`src/rtl/lq_pkg.sv`:
```
package lq_pkg;

    typedef enum logic [1:0] {
        LQ_IDLE,
        LQ_COMMIT,
        LQ_SQUASH,
        LQ_CHECK
    } lq_state_e;

    // Circular index helpers over a queue of n slots
    function automatic int wrap_next(int i, int n);
        return (i + 1 >= n) ? 0 : i + 1;
    endfunction

    function automatic int wrap_prev(int i, int n);
        return (i == 0) ? n - 1 : i - 1;
    endfunction

endpackage

```
`src/rtl/lq_entry_file.sv`:
```
module lq_entry_file #(
    parameter int SLOTS  = 7,
    parameter int IW     = 3,
    parameter int SEQ_W  = 8,
    parameter int ADDR_W = 16
) (
    input  logic              clk,
    input  logic              rst_n,
    input  logic              alloc_we,
    input  logic [IW-1:0]     alloc_idx,
    input  logic [SEQ_W-1:0]  alloc_seq,
    input  logic              upd_we,
    input  logic [IW-1:0]     upd_idx,
    input  logic [ADDR_W-1:0] upd_addr,
    input  logic [IW-1:0]     ra_idx,
    output logic [SEQ_W-1:0]  ra_seq,
    input  logic [IW-1:0]     rb_idx,
    output logic [SEQ_W-1:0]  rb_seq,
    input  logic [IW-1:0]     rc_idx,
    output logic [SEQ_W-1:0]  rc_seq,
    output logic [ADDR_W-1:0] rc_addr,
    output logic              rc_ok
);

    typedef struct packed {
        logic              ok;
        logic [ADDR_W-1:0] addr;
        logic [SEQ_W-1:0]  seq;
    } ent_t;

    ent_t ent_all [SLOTS];

    for (genvar g = 0; g < SLOTS; g++) begin : g_slot
        ent_t slot_d, slot_q;

        always_comb begin
            slot_d = slot_q;
            if (upd_we && upd_idx == IW'(g)) begin
                slot_d.addr = upd_addr;
                slot_d.ok   = 1'b1;
            end
            // a fresh allocation overrides any address write to the same slot
            if (alloc_we && alloc_idx == IW'(g)) begin
                slot_d.seq  = alloc_seq;
                slot_d.addr = '0;
                slot_d.ok   = 1'b0;
            end
        end

        always_ff @(posedge clk) begin
            if (!rst_n) slot_q <= '0;
            else        slot_q <= slot_d;
        end

        assign ent_all[g] = slot_q;
    end

    assign ra_seq  = ent_all[ra_idx].seq;
    assign rb_seq  = ent_all[rb_idx].seq;
    assign rc_seq  = ent_all[rc_idx].seq;
    assign rc_addr = ent_all[rc_idx].addr;
    assign rc_ok   = ent_all[rc_idx].ok;

endmodule

```
`src/rtl/lq_addr_match.sv`:
```
module lq_addr_match #(
    parameter int ADDR_W = 16,
    parameter int SHIFT  = 8
) (
    input  logic [ADDR_W-1:0] load_addr,
    input  logic              load_ok,
    input  logic [ADDR_W-1:0] store_addr,
    output logic              hit
);

    logic [ADDR_W-1:0] load_blk, store_blk;

    assign load_blk  = load_addr >> SHIFT;
    assign store_blk = store_addr >> SHIFT;
    assign hit       = load_ok && (load_blk == store_blk);

endmodule

```
`src/rtl/load_queue.sv`:
```
module load_queue #(
    parameter int DEPTH  = 6,
    parameter int SEQ_W  = 8,
    parameter int ADDR_W = 16,
    parameter int SHIFT  = 8,
    localparam int SLOTS = DEPTH + 1,
    localparam int IW    = $clog2(SLOTS),
    localparam int CW    = $clog2(DEPTH + 1)
) (
    input  logic              clk,
    input  logic              rst_n,
    input  logic              alloc_valid,
    input  logic [SEQ_W-1:0]  alloc_seq,
    input  logic              addr_valid,
    input  logic [IW-1:0]     addr_idx,
    input  logic [ADDR_W-1:0] addr_val,
    input  logic              commit_valid,
    input  logic [SEQ_W-1:0]  commit_seq,
    input  logic              squash_valid,
    input  logic [SEQ_W-1:0]  squash_seq,
    input  logic              chk_valid,
    input  logic [IW-1:0]     chk_idx,
    input  logic [ADDR_W-1:0] chk_addr,
    input  logic              viol_read,
    output logic              viol_valid,
    output logic [IW-1:0]     viol_idx,
    output logic [SEQ_W-1:0]  viol_seq,
    output logic              busy,
    output logic              lq_full,
    output logic [CW-1:0]     lq_count,
    output logic [IW-1:0]     lq_head,
    output logic [IW-1:0]     lq_tail
);
    import lq_pkg::*;

    typedef struct packed {
        lq_state_e         state;
        logic [IW-1:0]     head;
        logic [IW-1:0]     tail;
        logic [IW-1:0]     scan;
        logic [CW-1:0]     count;
        logic [SEQ_W-1:0]  cseq;
        logic [SEQ_W-1:0]  sseq;
        logic [ADDR_W-1:0] caddr;
        logic              vvalid;
        logic [IW-1:0]     vidx;
        logic [SEQ_W-1:0]  vseq;
    } ctl_t;

    ctl_t q, d;
    logic alloc_go;

    logic [IW-1:0]     tail_next, tail_prev, head_next, scan_next;
    logic [SEQ_W-1:0]  head_seq, last_seq, scan_seq;
    logic [ADDR_W-1:0] scan_addr;
    logic              scan_ok, scan_hit, full;

    assign tail_next = IW'(wrap_next(int'(q.tail), SLOTS));
    assign tail_prev = IW'(wrap_prev(int'(q.tail), SLOTS));
    assign head_next = IW'(wrap_next(int'(q.head), SLOTS));
    assign scan_next = IW'(wrap_next(int'(q.scan), SLOTS));
    assign full      = (tail_next == q.head);

    lq_entry_file #(
        .SLOTS(SLOTS), .IW(IW), .SEQ_W(SEQ_W), .ADDR_W(ADDR_W)
    ) u_ents (
        .clk       (clk),
        .rst_n     (rst_n),
        .alloc_we  (alloc_go),
        .alloc_idx (q.tail),
        .alloc_seq (alloc_seq),
        .upd_we    (addr_valid),
        .upd_idx   (addr_idx),
        .upd_addr  (addr_val),
        .ra_idx    (q.head),
        .ra_seq    (head_seq),
        .rb_idx    (tail_prev),
        .rb_seq    (last_seq),
        .rc_idx    (q.scan),
        .rc_seq    (scan_seq),
        .rc_addr   (scan_addr),
        .rc_ok     (scan_ok)
    );

    lq_addr_match #(.ADDR_W(ADDR_W), .SHIFT(SHIFT)) u_match (
        .load_addr  (scan_addr),
        .load_ok    (scan_ok),
        .store_addr (q.caddr),
        .hit        (scan_hit)
    );

    always_comb begin
        d        = q;
        alloc_go = 1'b0;
        if (viol_read) d.vvalid = 1'b0;
        unique case (q.state)
            LQ_IDLE: begin
                if (squash_valid) begin
                    d.state = LQ_SQUASH;
                    d.sseq  = squash_seq;
                end else if (commit_valid) begin
                    d.state = LQ_COMMIT;
                    d.cseq  = commit_seq;
                end else if (chk_valid) begin
                    if (!q.vvalid) begin
                        d.state = LQ_CHECK;
                        d.scan  = chk_idx;
                        d.caddr = chk_addr;
                    end
                end else if (alloc_valid && !full) begin
                    alloc_go = 1'b1;
                    d.tail   = tail_next;
                    d.count  = q.count + 1'b1;
                end
            end
            LQ_COMMIT: begin
                if (q.count != '0 && head_seq <= q.cseq) begin
                    d.head  = head_next;
                    d.count = q.count - 1'b1;
                end else begin
                    d.state = LQ_IDLE;
                end
            end
            LQ_SQUASH: begin
                if (q.count != '0 && last_seq > q.sseq) begin
                    d.tail  = tail_prev;
                    d.count = q.count - 1'b1;
                end else begin
                    d.state = LQ_IDLE;
                end
            end
            LQ_CHECK: begin
                if (squash_valid) begin
                    d.state = LQ_SQUASH;
                    d.sseq  = squash_seq;
                end else if (q.scan == q.tail) begin
                    d.state = LQ_IDLE;
                end else if (scan_hit) begin
                    d.vvalid = 1'b1;
                    d.vidx   = q.scan;
                    d.vseq   = scan_seq;
                    d.state  = LQ_IDLE;
                end else begin
                    d.scan = scan_next;
                end
            end
            default: d.state = LQ_IDLE;
        endcase
    end

    always_ff @(posedge clk) begin
        if (!rst_n) begin
            q       <= '0;
            q.state <= LQ_IDLE;
        end else begin
            q <= d;
        end
    end

    assign viol_valid = q.vvalid;
    assign viol_idx   = q.vidx;
    assign viol_seq   = q.vseq;
    assign busy       = (q.state != LQ_IDLE);
    assign lq_full    = full;
    assign lq_count   = q.count;
    assign lq_head    = q.head;
    assign lq_tail    = q.tail;

endmodule

```
`config.mk`:
```
export PLATFORM = sky130hd
export DESIGN_NAME = load_queue
export DESIGN_NICKNAME = d
export VERILOG_FILES = /design/src/rtl/lq_pkg.sv /design/src/rtl/lq_entry_file.sv /design/src/rtl/lq_addr_match.sv /design/src/rtl/load_queue.sv
export SDC_FILE = /design/constraint.sdc
export NUM_CORES = 1
export LEC_CHECK = 0
export ABC_AREA = 1
export BUFFER_PORTS_ARGS = -buffer_cell sky130_fd_sc_hd__buf_2
export CORE_MARGIN = 2
export CORE_UTILIZATION = 62
export CTS_BUF_LIST = sky130_fd_sc_hd__clkbuf_4
export DETAILED_ROUTE_END_ITERATION = 12
export PLACE_DENSITY = 0.94
export SYNTH_ARGS = -nofsm -noshare
export SYNTH_HDL_FRONTEND = slang
export SYNTH_SLANG_ARGS = --single-unit
```
`constraint.sdc`:
```
create_clock -name clk -period 4.1 [get_ports clk]
set_clock_uncertainty 0.15 [all_clocks]
set_input_delay 0 -clock clk [delete_from_list [all_inputs] [get_ports clk]]
set_output_delay 0 -clock clk [all_outputs]
set_load 0.005 [all_outputs]
```
# Word-level counts from Yosys, hierarchy flattened
# Cells that the tools add are included.
op_classes:
  addsub: 6
  magnitude_cmp: 8
  n_eq_ne: 34
  mux: 51
  bitwise: 8
  n_reduce_logical: 45
op_table:
  columns: ["op", "n"]
  rows:
  - ["25-bit binary-select mux with 3-bit select", 3]
  - ["25-bit two-way mux", 2]
  - ["12-bit two-way mux", 4]
  - ["3-bit two-way mux", 16]
  - ["8-bit two-way mux", 5]
  - ["2-bit != test (second input constant)", 13]
  - ["3-bit == test (second input constant)", 6]
  - ["1-bit logical AND", 18]
  - ["2-bit two-way mux", 9]
  - ["17-bit two-way mux", 1]
  - ["2-bit OR reduction", 8]
  - ["3-bit by 1-bit adder with 4-bit output (second input constant)", 3]
  - ["3-bit by 2-bit == test with 1-bit output (second input constant)", 4]
  - ["4-bit by 3-bit greater-or-equal comparator with 1-bit output (second input constant)", 3]
  - ["4-bit greater-or-equal comparator (second input constant)", 3]
  - ["4-bit != test (second input constant)", 3]
  - ["3-bit NOT with 4-bit output", 3]
  - ["3-bit case mux with 2 select lines", 2]
  - ["5-bit AND reduction", 2]
  - ["3-bit logical NOT", 3]
  - ["9-bit two-way mux", 1]
  - ["3-bit case mux with 3 select lines", 1]
  - ["8-bit == test", 1]
  - ["8-bit > comparator", 1]
  - ["20 further kinds", 37]
word_totals:
  regBits: 233
  in_bits: 70
  out_inout_bits: 23
  word_cells: 184

# Longest topological paths before layout
logic_depth:
  ltp_word: 13
  depth_mapped: 22
  depth_no_buf: 20

# Cells and area by module
# Synthesis repeated with hierarchy kept, for this count alone.
hier_totals:
  hier_cells: 2152
  area_unflattened_um2: 13188.9
modules_own_cells:
  columns: ["mod", "n_inst", "cells_per_inst", "area_per_inst_um2", "seq_area_each_um2"]
  rows:
  - ["lq_entry_file", 1, 1647, 9631.7, 3503.4]
  - ["load_queue", 1, 470, 3404.5, 1161.1]
  - ["lq_addr_match", 1, 35, 152.6, 0.0]

# Least setup slack after synthesis
# No wires, ideal clock.
synth_timing:
  path_kind: "register to register"
  startpoint: "reg q (netlist bit lq_tail[0])"
  endpoint: "reg q (netlist bit lq_tail[0])"
  setup_time_ns: 0.113
  arrival_time_ns: 3.027
  t_required_ns: 3.837
  slack_ns: 0.810
  stages_incl_launch_ff: 22
  path_buffers: 2
  synth_period_minus_slack_ns: 3.290
  path_cell_list: "dfxtp_1 > inv_1 > ha_1 > clkbuf_1 > nand2_1 > nand2_1 > clkbuf_1 > o21ai_0 > o21ai_0 > o21ai_0 > ha_1 > nand2_1 > nor2_1 > nand2_1 > nand2_1 > nand3_1 > a21oi_1 > nand2_1 > nor2_1 > nand2_1 > nand2_1 > nor2_1"
synth_between:
  elab_chain_cells: 10
  elab_cells_between_ends: 24
  classes_between: "add/sub: 2; order compare: 2; eq/ne: 3; mux: 11; bitwise: 1; reduce/logical: 5"
synth_lines:
  columns: ["element", "line", "text"]
  rows:
  - ["start, declared", "load_queue.sv:50", "ctl_t q, d;"]
  - ["3-bit by 1-bit subtractor with 3-bit output / 3-bit logical NOT (equally long branches)", "lq_pkg.sv:16", "return (i == 0) ? n - 1 : i - 1;"]
  - ["3-bit two-way mux", "lq_pkg.sv:16", null]
  - ["3-bit NOT with 4-bit output (not written as such)", "lq_entry_file.sv:59", "assign rb_seq = ent_all[rb_idx].seq;"]
  - ["25-bit binary-select mux with 3-bit select", "lq_entry_file.sv:59", null]
  - ["8-bit two-way mux (not written as such) (2 in series)", "lq_entry_file.sv:59", null]
  - ["8-bit > comparator", "load_queue.sv:125", "if (q.count != '0 && last_seq > q.sseq) begin"]
  - ["1-bit logical AND", "load_queue.sv:125", null]
  - ["2-bit != test (no source line)", null, null]
  - ["6-bit AND reduction (no source line)", null, null]
# Several ways; a longest one is shown, not always the timed one. The select of a mux whose other input is x is not followed.
# A chain may end at the register's enable or synchronous reset.

# Worst setup path after layout
layout_timing:
  startpoint: "reg q (netlist bit lq_tail[1])"
  endpoint: "reg q (netlist bit lq_tail[1])"
# Same word-level chain as after synthesis.

==> run metrics <==
post-synthesis cell type count=46; Worst R2R Start=lq_tail[1]; hold depth=4; CP Launch Type=register; Reg2Reg Setup Slack=0.24 ns; IO buf count=76; Placed Instances=1653; First DRT Iteration DRCs=1580; Fmax=0.259 GHz; CP endpoint kind=register; first-pass GRT wire length=48000 um; final count of pins violating max slew=0; Initial Util=63.3%; LEAKAGE=5.04 nW; hold_ws=0.0435 ns; Mapped Area=0.00959 sq mm; pre-CTS setup slack=0.486 ns; DRC violations left=0; setup_tns=0 ns; Fin. Hold Viols=0; Max clock buf depth=2; DR WL/cell=17.2 um; Max VDD drop=0.294 mV; core area=0.0151 sq mm; TritonCTS clock tree=done; reg2reg path depth=20; WP data arrival=4.22 ns; Antenna Nets Post-Route=0; RSZ-0062 raised after global routing=no; HP Class=input pin to register; Setup CP Type=register to register; post-route minimum period=3.86 ns; number of core rows=45; Synth top area share=35.3%; detailed-route wire length=30300 um; number of synthesized flops with an enable pin=0; DIE AREA=0.0165 sq mm; nets=1672; R2R Path End=lq_tail[1]; setup violators final=0; initial antenna violation count=1; CTS Buf Count=17; cell with the most instances after synthesis=nand2_1; origin of the worst min-delay path=viol_read; cells after synthesis=1445; cell area after layout=0.0111 sq mm; H-tree depth=4; sequential share of the synthesized area=35.3%; GRT overflow=0; dpl hpwl=18400 um; Max-slew headroom=37.8%; TritonRoute pass-1 iters=11; # Max-Cap Violations=0; Worst-Margin Slew=0.933 ns; Post-Place Cell Area=0.00994 sq mm; Die H=128 um; gpl congestion=1.01; outcome=finished clean; Synthesis Warnings=0; PD cells=543 mW/mm^2; post-synth net total=1548; Layout fillers=1038; Syn Area/Cell=6.64 sq um; Worst Hold Endpoint=viol_valid; die width=128 um; layout cells sized above 1=10.1%; largest cells by area after synthesis=dfxtp_1 35%, nand2_1 13%, o21ai_0 8.6%; Synth async-reset ratio=0%; IO Pins=93; clock sinks=169; Yosys top cell by area=dfxtp_1; Final Instance Count excl. Fillers=1768; vias per inst=6.07; register clock-pin slew on the reported worst setup and hold paths=0.13 ns; PnR worst setup slack=0.237 ns; clk root buf=clkbuf_4; Tot GR Track Use=36.6%; #FFs+latches synth=169; routed vias=10700; Synth-to-Final Area Change=15.3%; vias in the first global route=10100; largest net degree at the start of global routing=40; Crit Path Max Fanout=35; Primary FF master, synth=dfxtp_1; CP required=4.46 ns; Clk Latency, worst-skew pair=0.60 ns; fin crit share=94.2%; synth cell count leaders=325 x nand2_1, 169 x dfxtp_1, 167 x nor2_1, 164 x o21ai_0, 158 x inv_1
==> layout by cell type (no fill, tap or decap), drive strengths merged, types with 7 or more instances in the layout <==
cell type and instances:
a211oi 7, a21oi 145, a221oi 7, a31oi 8, buf 105, clkbuf 19, clkinv 11, dfxtp 169
dlygate4sd3 85, ha 33, inv 164, mux2i 13, nand2 328, nand3 88, nand4 11, nor2 172
o211ai 10, o21ai 167
==> per-stage QoR <==
| step | util (%) | power, W |
|---|---|---|
| finish | 73.1 | 0.00601 |
| global route | 73.1 | 0.00633 |
| CTS | 73.0 | 0.00575 |
| detailed placement | 65.6 | 0.00471 |
| global placement | 65.6 | 0.00462 |
| floorplan | - | 0.00399 |
==> power by group <==
group	switching, W	leakage, nW	internal (W)
clock	0.000580	0.151	0.000421
combinational	0.00209	3.52	0.00102
sequential	0.000117	1.37	0.00178
==> how the worst max path moves through the flow <==
| stage | from | to | slack, ns |
|---|---|---|---|
| after CTS | lq_tail[0] | lq_tail[1] | 0.44 |
| final | lq_tail[1] | lq_tail[1] | 0.24 |
| after floorplan | lq_tail[0] | lq_tail[0] | 0.81 |
| after global placement | lq_tail[0] | lq_tail[0] | 0.64 |
| after global routing | lq_tail[1] | lq_tail[1] | 0.04 |
| after detailed placement | lq_tail[0] | lq_tail[1] | 0.49 |
==> final cells by class <==
| class | count | area [sq um] | area share [%] |
|---|---|---|---|
| Timing Repair Buffer | 190 | 1450 | 13.1 |
| Tap cell | 188 | 235 | 2.13 |
| Clock inverter | 10 | 130 | 1.18 |
| Inverter | 169 | 634 | 5.73 |
| Sequential cell | 169 | 3380 | 30.6 |
| Clock buffer | 19 | 143 | 1.29 |
| Multi-Input combinational cell | 1022 | 5090 | 46.0 |
| Antenna cell | 1 | 2.50 | 0.0226 |
==> worst max-delay path, stage by stage (launching register included) <==
cell     delay [ns]
dfxtp_1        0.50
inv_1          0.13
ha_1           0.21
nand2_1        0.13
nand2_1        0.09
buf_4          0.25
a21oi_1        0.15
o21ai_0        0.09
nand3_1        0.10
o21ai_0        0.17
ha_1           0.37
nand2_1        0.10
nor2_1         0.25
nand2_1        0.09
nand2_1        0.07
nand3_1        0.12
a21oi_1        0.21
nand2_1        0.12
nor2_1         0.23
nand2_1        0.09
a21oi_1        0.15
==> cell families after synthesis <==
family          count (synthesis)  share of synthesized area (%)
compound gates                364                           20.5
xor+xnor                        8                          0.730
fa+ha+maj                      33                           4.30
buf+inv                       254                           11.7
flops                         169                           35.3
mux                            13                           1.36
simple gates                  604                           26.1
==> flip-flops by register name (all words and copies together) (netlist names) <==
name	cells
viol_valid	1
lq_count	3
lq_tail	3
u_ents.ent_all	119
viol_idx	3
lq_head	3
q	29
viol_seq	8
==> layer usage <==
layer / vias to the layer above / routed length (um) / GRT usage, %
met1: 4727 / 10700 / 42.7
met2: 804 / 13400 / 57.7
li1: 4946 / - / -
met4: 0 / 2010 / 23.7
met5: - / 0 / 0
met3: 250 / 4200 / 12.3
==> timing repair <==
item | CTS | global route
setup buffers | 0 | 0
setup endpoints to repair | 0 | 2
endpoints found under the hold margin | 154 | 0
resized for setup | 0 | 1
hold buffers | 85 | 0
Note: power is estimated with default switching activity, not from simulation.
